$ cat src/rtl/icu_pkg.sv
package icu_pkg;
  typedef enum logic [1:0] {PH_IDLE = 2'd0, PH_ONE = 2'd1, PH_TWO = 2'd2} phase_t;
  localparam logic [1:0] CFG_MASK = 2'd0;
  localparam logic [1:0] CFG_MODE = 2'd1;
  localparam logic [1:0] CFG_PINS = 2'd2;
endpackage

$ cat src/rtl/icu_sync.sv
module icu_sync #(
  parameter int W = 5
) (
  input  logic         clk,
  input  logic         rst_n,
  input  logic [W-1:0] d,
  output logic [W-1:0] q
);
  for (genvar i = 0; i < W; i++) begin : g_bit
    logic meta_q, stab_q;
    always_ff @(posedge clk or negedge rst_n) begin
      if (!rst_n) begin
        meta_q <= 1'b0;
        stab_q <= 1'b0;
      end else begin
        meta_q <= d[i];
        stab_q <= meta_q;
      end
    end
    assign q[i] = stab_q;
  end
endmodule

$ cat src/rtl/icu_detect.sv
module icu_detect #(
  parameter int N = 5
) (
  input  logic         clk,
  input  logic         rst_n,
  input  logic [N-1:0] req,
  input  logic [N-1:0] level,
  input  logic [N-1:0] clr,
  output logic [N-1:0] active
);
  for (genvar i = 0; i < N; i++) begin : g_src
    logic prev_q, lat_q;
    logic rise;
    assign rise = req[i] & ~prev_q;
    always_ff @(posedge clk or negedge rst_n) begin
      if (!rst_n) begin
        prev_q <= 1'b0;
        lat_q  <= 1'b0;
      end else begin
        prev_q <= req[i];
        if (level[i]) lat_q <= 1'b0;
        else          lat_q <= (lat_q & ~clr[i]) | rise;
      end
    end
    assign active[i] = level[i] ? req[i] : lat_q;
  end
endmodule

$ cat src/rtl/icu_arbiter.sv
module icu_arbiter #(
  parameter int N  = 5,
  localparam int IW = (N > 1) ? $clog2(N) : 1
) (
  input  logic [N-1:0]  pend,
  output logic          any,
  output logic [IW-1:0] win
);
  function automatic logic [IW-1:0] lowest_set(input logic [N-1:0] v);
    logic [IW-1:0] r;
    r = '0;
    for (int i = N - 1; i >= 0; i--) begin
      if (v[i]) r = IW'(i);
    end
    return r;
  endfunction

  assign any = |pend;
  assign win = lowest_set(pend);
endmodule

$ cat src/rtl/icu_top.sv
module icu_top #(
  parameter int N  = 5,
  parameter int VW = 8,
  parameter logic [VW-1:0] VEC_BASE = 8'h40,
  localparam int IW = (N > 1) ? $clog2(N) : 1
) (
  input  logic          clk,
  input  logic          rst_n,
  input  logic [N-1:0]  req_in,
  input  logic          cfg_we,
  input  logic [1:0]    cfg_addr,
  input  logic [N-1:0]  cfg_wdata,
  input  logic          cpu_ack,
  input  logic [VW-1:0] ext_type,
  output logic          cpu_irq,
  output logic          type_valid,
  output logic [VW-1:0] type_out,
  output logic          p2_oe,
  output logic          p2_out,
  output logic          p3_oe,
  output logic          p3_out
);
  import icu_pkg::*;

  function automatic logic [VW-1:0] vec_of(input logic [IW-1:0] idx);
    return VEC_BASE + VW'(idx);
  endfunction

  logic [N-1:0] mask_q, lvl_q;
  logic         casc0_q, casc1_q, slave_q;

  always_ff @(posedge clk or negedge rst_n) begin
    if (!rst_n) begin
      mask_q  <= '1;
      lvl_q   <= '0;
      casc0_q <= 1'b0;
      casc1_q <= 1'b0;
      slave_q <= 1'b0;
    end else if (cfg_we) begin
      case (cfg_addr)
        CFG_MASK: mask_q <= cfg_wdata;
        CFG_MODE: lvl_q  <= cfg_wdata;
        CFG_PINS: begin
          casc0_q <= cfg_wdata[0];
          casc1_q <= cfg_wdata[1];
          slave_q <= cfg_wdata[2];
        end
        default: ;
      endcase
    end
  end

  logic [N-1:0] req_s, pin_taken, req_g, act, pend, clr_vec;
  logic         pend_any, take;
  logic [IW-1:0] win_idx, win_q;
  phase_t       ph_q;

  icu_sync #(.W(N)) u_sync (.clk(clk), .rst_n(rst_n), .d(req_in), .q(req_s));

  always_comb begin
    pin_taken    = '0;
    pin_taken[2] = casc0_q;
    pin_taken[3] = casc1_q | slave_q;
  end

  assign req_g = req_s & ~pin_taken;

  icu_detect #(.N(N)) u_det (
    .clk(clk), .rst_n(rst_n), .req(req_g), .level(lvl_q), .clr(clr_vec), .active(act)
  );

  assign pend = act & ~mask_q & ~pin_taken;

  icu_arbiter #(.N(N)) u_arb (.pend(pend), .any(pend_any), .win(win_idx));

  assign take    = cpu_ack & pend_any & (ph_q == PH_IDLE);
  assign clr_vec = take ? (N'(1) << win_idx) : '0;

  always_ff @(posedge clk or negedge rst_n) begin
    if (!rst_n) begin
      ph_q  <= PH_IDLE;
      win_q <= '0;
    end else begin
      case (ph_q)
        PH_IDLE: if (take) begin
          ph_q  <= PH_ONE;
          win_q <= win_idx;
        end
        PH_ONE:  ph_q <= PH_TWO;
        default: ph_q <= PH_IDLE;
      endcase
    end
  end

  logic in_phase, casc_win0, casc_win1, casc_sel, ack0_n, ack1_n;
  assign in_phase  = (ph_q != PH_IDLE);
  assign casc_win0 = (win_q == '0) && casc0_q;
  assign casc_win1 = (win_q == IW'(1)) && casc1_q && !slave_q;
  assign casc_sel  = casc_win0 | casc_win1;
  assign ack0_n    = !(in_phase && casc_win0);
  assign ack1_n    = !(in_phase && casc_win1);

  assign cpu_irq    = pend_any && !in_phase;
  assign type_valid = (ph_q == PH_TWO);
  assign type_out   = casc_sel ? ext_type : vec_of(win_q);

  assign p2_oe  = casc0_q;
  assign p2_out = casc0_q ? ack0_n : 1'b1;
  assign p3_oe  = casc1_q | slave_q;
  assign p3_out = slave_q ? cpu_irq : (casc1_q ? ack1_n : 1'b1);
endmodule

$ cat config.mk
export PLATFORM = sky130hd
export DESIGN_NAME = icu_top
export DESIGN_NICKNAME = d
export VERILOG_FILES = /design/src/rtl/icu_pkg.sv /design/src/rtl/icu_sync.sv /design/src/rtl/icu_detect.sv /design/src/rtl/icu_arbiter.sv /design/src/rtl/icu_top.sv
export SDC_FILE = /design/constraint.sdc
export NUM_CORES = 1
export LEC_CHECK = 0
export BUFFER_PORTS_ARGS = -buffer_cell sky130_fd_sc_hd__buf_2
export CORE_MARGIN = 2
export CORE_UTILIZATION = 43
export DETAILED_ROUTE_END_ITERATION = 6
export PLACE_DENSITY_LB_ADDON = 0.12
export SYNTH_ARGS = -nofsm -noshare
export SYNTH_HDL_FRONTEND = slang
export SYNTH_SLANG_ARGS = --single-unit
export TNS_END_PERCENT = 30
$ cat constraint.sdc
create_clock -name clk -period 1.71 [get_ports clk]
set_input_delay 0.0855 -clock clk [delete_from_list [all_inputs] [get_ports clk]]
set_output_delay 0.0855 -clock clk [all_outputs]
set_load 0.02 [all_outputs]
==> flow_summary.yaml <==
floorplan:
  coreArea_um2: 3630
  die-area_um2: 4280
  die_h_um: 65.4
  die_w_um: 65.4
  io_pins: 38
  rows: 22
  initial_core_util_pct: 44.6
global_routing:
  grtUsageTotal_pct: 16.7
  first_global_vias: 1108
  grt_start_max_net_pins: 39
  grt_pass1_wl_um: 5210
  antenna_found_initial: 0
  overflow: 0
pwr:
  swShare_pct: 30.8
  combPwrFrac_pct: 34.3
  power.density_nw_per_um2: 1470
  power_mw: 3.31
  power_leakage_nw: 1.01
  seqPwrFrac_pct: 37.4
  clkPwrFrac_pct: 28.3
  p_sw_mw: 1.02
  peakVddDrop_mv: 0.703
  p_int_mw: 2.29
sta:
  fin_crit_sh_pct: 106
  finalSetupViolCount: 10
  setup_slack_ns: -0.110
  tightest_slew_ns: 0.467
  finalHoldViolCount: 0
  max-slew-margin-rel_pct: 68.9
  rsz0062_at_grt: "true"
  finClkSkew_ns: 0.00815
  final.setup.tns_ns: -0.665
  period_needed_ns: 1.82
  slew_viol_final: 0
  fmax_ghz: 0.549
final_layout:
  antennaDiodeCount: 0
  finalInstanceArea_um2: 2260
  regArea_um2: 957
  fin_util_pct: 62.2
  drive_above_1_share_pct: 50.8
  final.fill_count: 301
  nNetsFinal: 206
  syn_to_final_growth_pct: 39.4
  multi_input_area_um2: 721
detailed_routing:
  wl_per_cell_um: 14.3
  ant_nets: 0
  drt-vias-per-instance: 5.16
  drc: 0
  drt_pass1_iterations: 4
  drt_wl_total_um: 3300
  first_iter_violations: 23
  vias: 1191
setup_path:
  endpoint_kind: "output port"
  critical_path_class: "reg -> out"
  required_ns: 1.62
  cp.arrival_ns: 1.73
  crit_fanout: 4
  critPathLaunchType: "register"
synth:
  syn_area_per_cell_um2: 13.2
  synthTopCellsByArea: "dfrtp_1 51%, mux2_2 9.0%, dfstp_2 8.1%"
  synthArstFlopShare_pct: 100
  synth_cells: 123
  synth_warnings: 0
  synth_top_area_share_pct: 51.0
  ys_seq_elements: 38
  yosysMostFrequentCell: "dfrtp_1"
  synth-edff-count: 0
  yosys_most_used_dff: "dfrtp_1"
  yosysSeqAreaShare_pct: 59.1
  synthTopCellsByCount: "33 x dfrtp_1, 13 x mux2_2, 8 x nor2_1"
  synth.net_count: 147
  synth_area_leader_cell: "dfrtp_1"
  netlist-cell-type-count: 36
  synth_area_um2: 1620
placed_design:
  place_area_um2: 1890
  place_congestion: 0.812
  hpwl_um: 2220
  io_buffers: 37
run_status:
  outcome: "finished with violations"
  violations: "negative setup slack"
clocking:
  path_clk_slew_ns: 0.07
  clk_latency_ns: 0.29
  cts_buffers: 5
  root_buffer: "clkbuf_8"
  cts_tree: "yes"
  htreeDepth: 2
  clock_sinks: 38
  clock_path_buffers: 2
worst_hold_path:
  min_path_type: "in -> reg"
flow_run:
  maxCapViolCount: 0
## kinds of logic after synthesis
group / after synthesis / synth area share, %
mux: 18 / 13.3
flops: 38 / 59.1
compound gates: 26 / 13.4
buf+inv: 5 / 1.16
simple gates: 36 / 13.1
## metrics by stage
stage	setup WS (ns)	hold slack (ns)	cells
6_report	-0.110	0.0458	231
5_1_grt	-0.152	0.0426	231
4_1_cts	-0.200	0.0386	227
3_5_place_dp	0.0997	0.158	211
3_3_place_gp	0.135	0.151	211
2_1_floorplan	0.0301	-0.210	123
## layer usage
layer  track usage (%)  part of all wire [%]
met1              21.1                    43
met2              26.9                    50
met3              3.94                   5.3
met4              8.59                   1.5
met5                 0                     0
## timing repair
item / 4_1_cts / 5_1_grt
pin swaps: 11 / 8
hold buffers: 6 / 0
buffers inserted: 2 / 4
resized for setup: 21 / 9
endpoints found under the setup margin: 10 / 11
endpoints found under the hold margin: 38 / 0
## cell usage in the layout (no fill, tap or decap), drive strengths merged
cell type	count
dlygate4sd3	6
nor3	2
o311ai	1
bufinv	2
a21oi	4
a22o	2
nor3b	2
nor2b	3
nand2	4
or3	2
or2	2
o2bb2ai	1
o22ai	2
nand2b	5
nor4b	1
and2	4
mux2i	3
mux2	15
o32ai	1
o41ai	3
inv	5
dfrtp	33
o221ai	1
clkbuf	6
a21o	2
a211o	1
buf	46
or4	1
o21a	2
o21ai	5
nand3b	2
nor2	8
o31a	1
dfstp	5
## area by class of cell
| class | instances | share of cell area, % |
|---|---|---|
| clock buffers | 6 | 3.66 |
| clock inverters | 2 | 2.66 |
| inverters | 5 | 0.831 |
| multi-input cells | 80 | 31.9 |
| flip-flops and latches | 38 | 42.4 |
| well taps | 48 | 2.66 |
| repair buffers | 52 | 15.9 |
## registers in the layout, summed over array words and instances (netlist names)
signal / flops
casc1_q: 1
lvl_q: 5
mask_q: 5
p2_oe: 1
ph_q: 2
slave_q: 1
u_det.g_src.lat_q: 5
u_det.g_src.prev_q: 5
u_sync.g_bit.meta_q: 5
u_sync.g_bit.stab_q: 5
win_q: 3
## worst paths after layout
kind	startpoint	end	depth (start not counted)	slack, ns
hold reg to reg	u_sync.g_bit[1].meta_q	u_sync.g_bit[1].stab_q	0	0.35
setup / recovery	casc1_q	p3_out	5	-0.11
min in group asynchronous	rst_n	p2_oe	3	0.38
hold / removal	cfg_wdata[3]	lvl_q[3]	2	0.05
max in group asynchronous	rst_n	mask_q[1]	3	0.98
setup reg to reg	lvl_q[2]	u_det.g_src[4].lat_q	5	0.06
## power by group through the flow
stage / Sequential, mW / Combinational (mW) / Clock, mW
final: 1.24 / 1.14 / 0.935
after global routing: 1.26 / 1.21 / 0.997
after CTS: 1.23 / 1.01 / 0.955
after detailed placement: 1.23 / 0.851 / 0
after global placement: 1.23 / 0.838 / 0
after floorplan: 1.20 / 0.608 / 0
## worst max-delay path, stage by stage, from the launching register on
cell and delay, ns:
dfrtp_1 0.40, nand2_1 0.07, or4_4 0.57, nor2_1 0.15
o32ai_2 0.09, buf_4 0.17
Note: power is estimated with default switching activity, not from simulation.
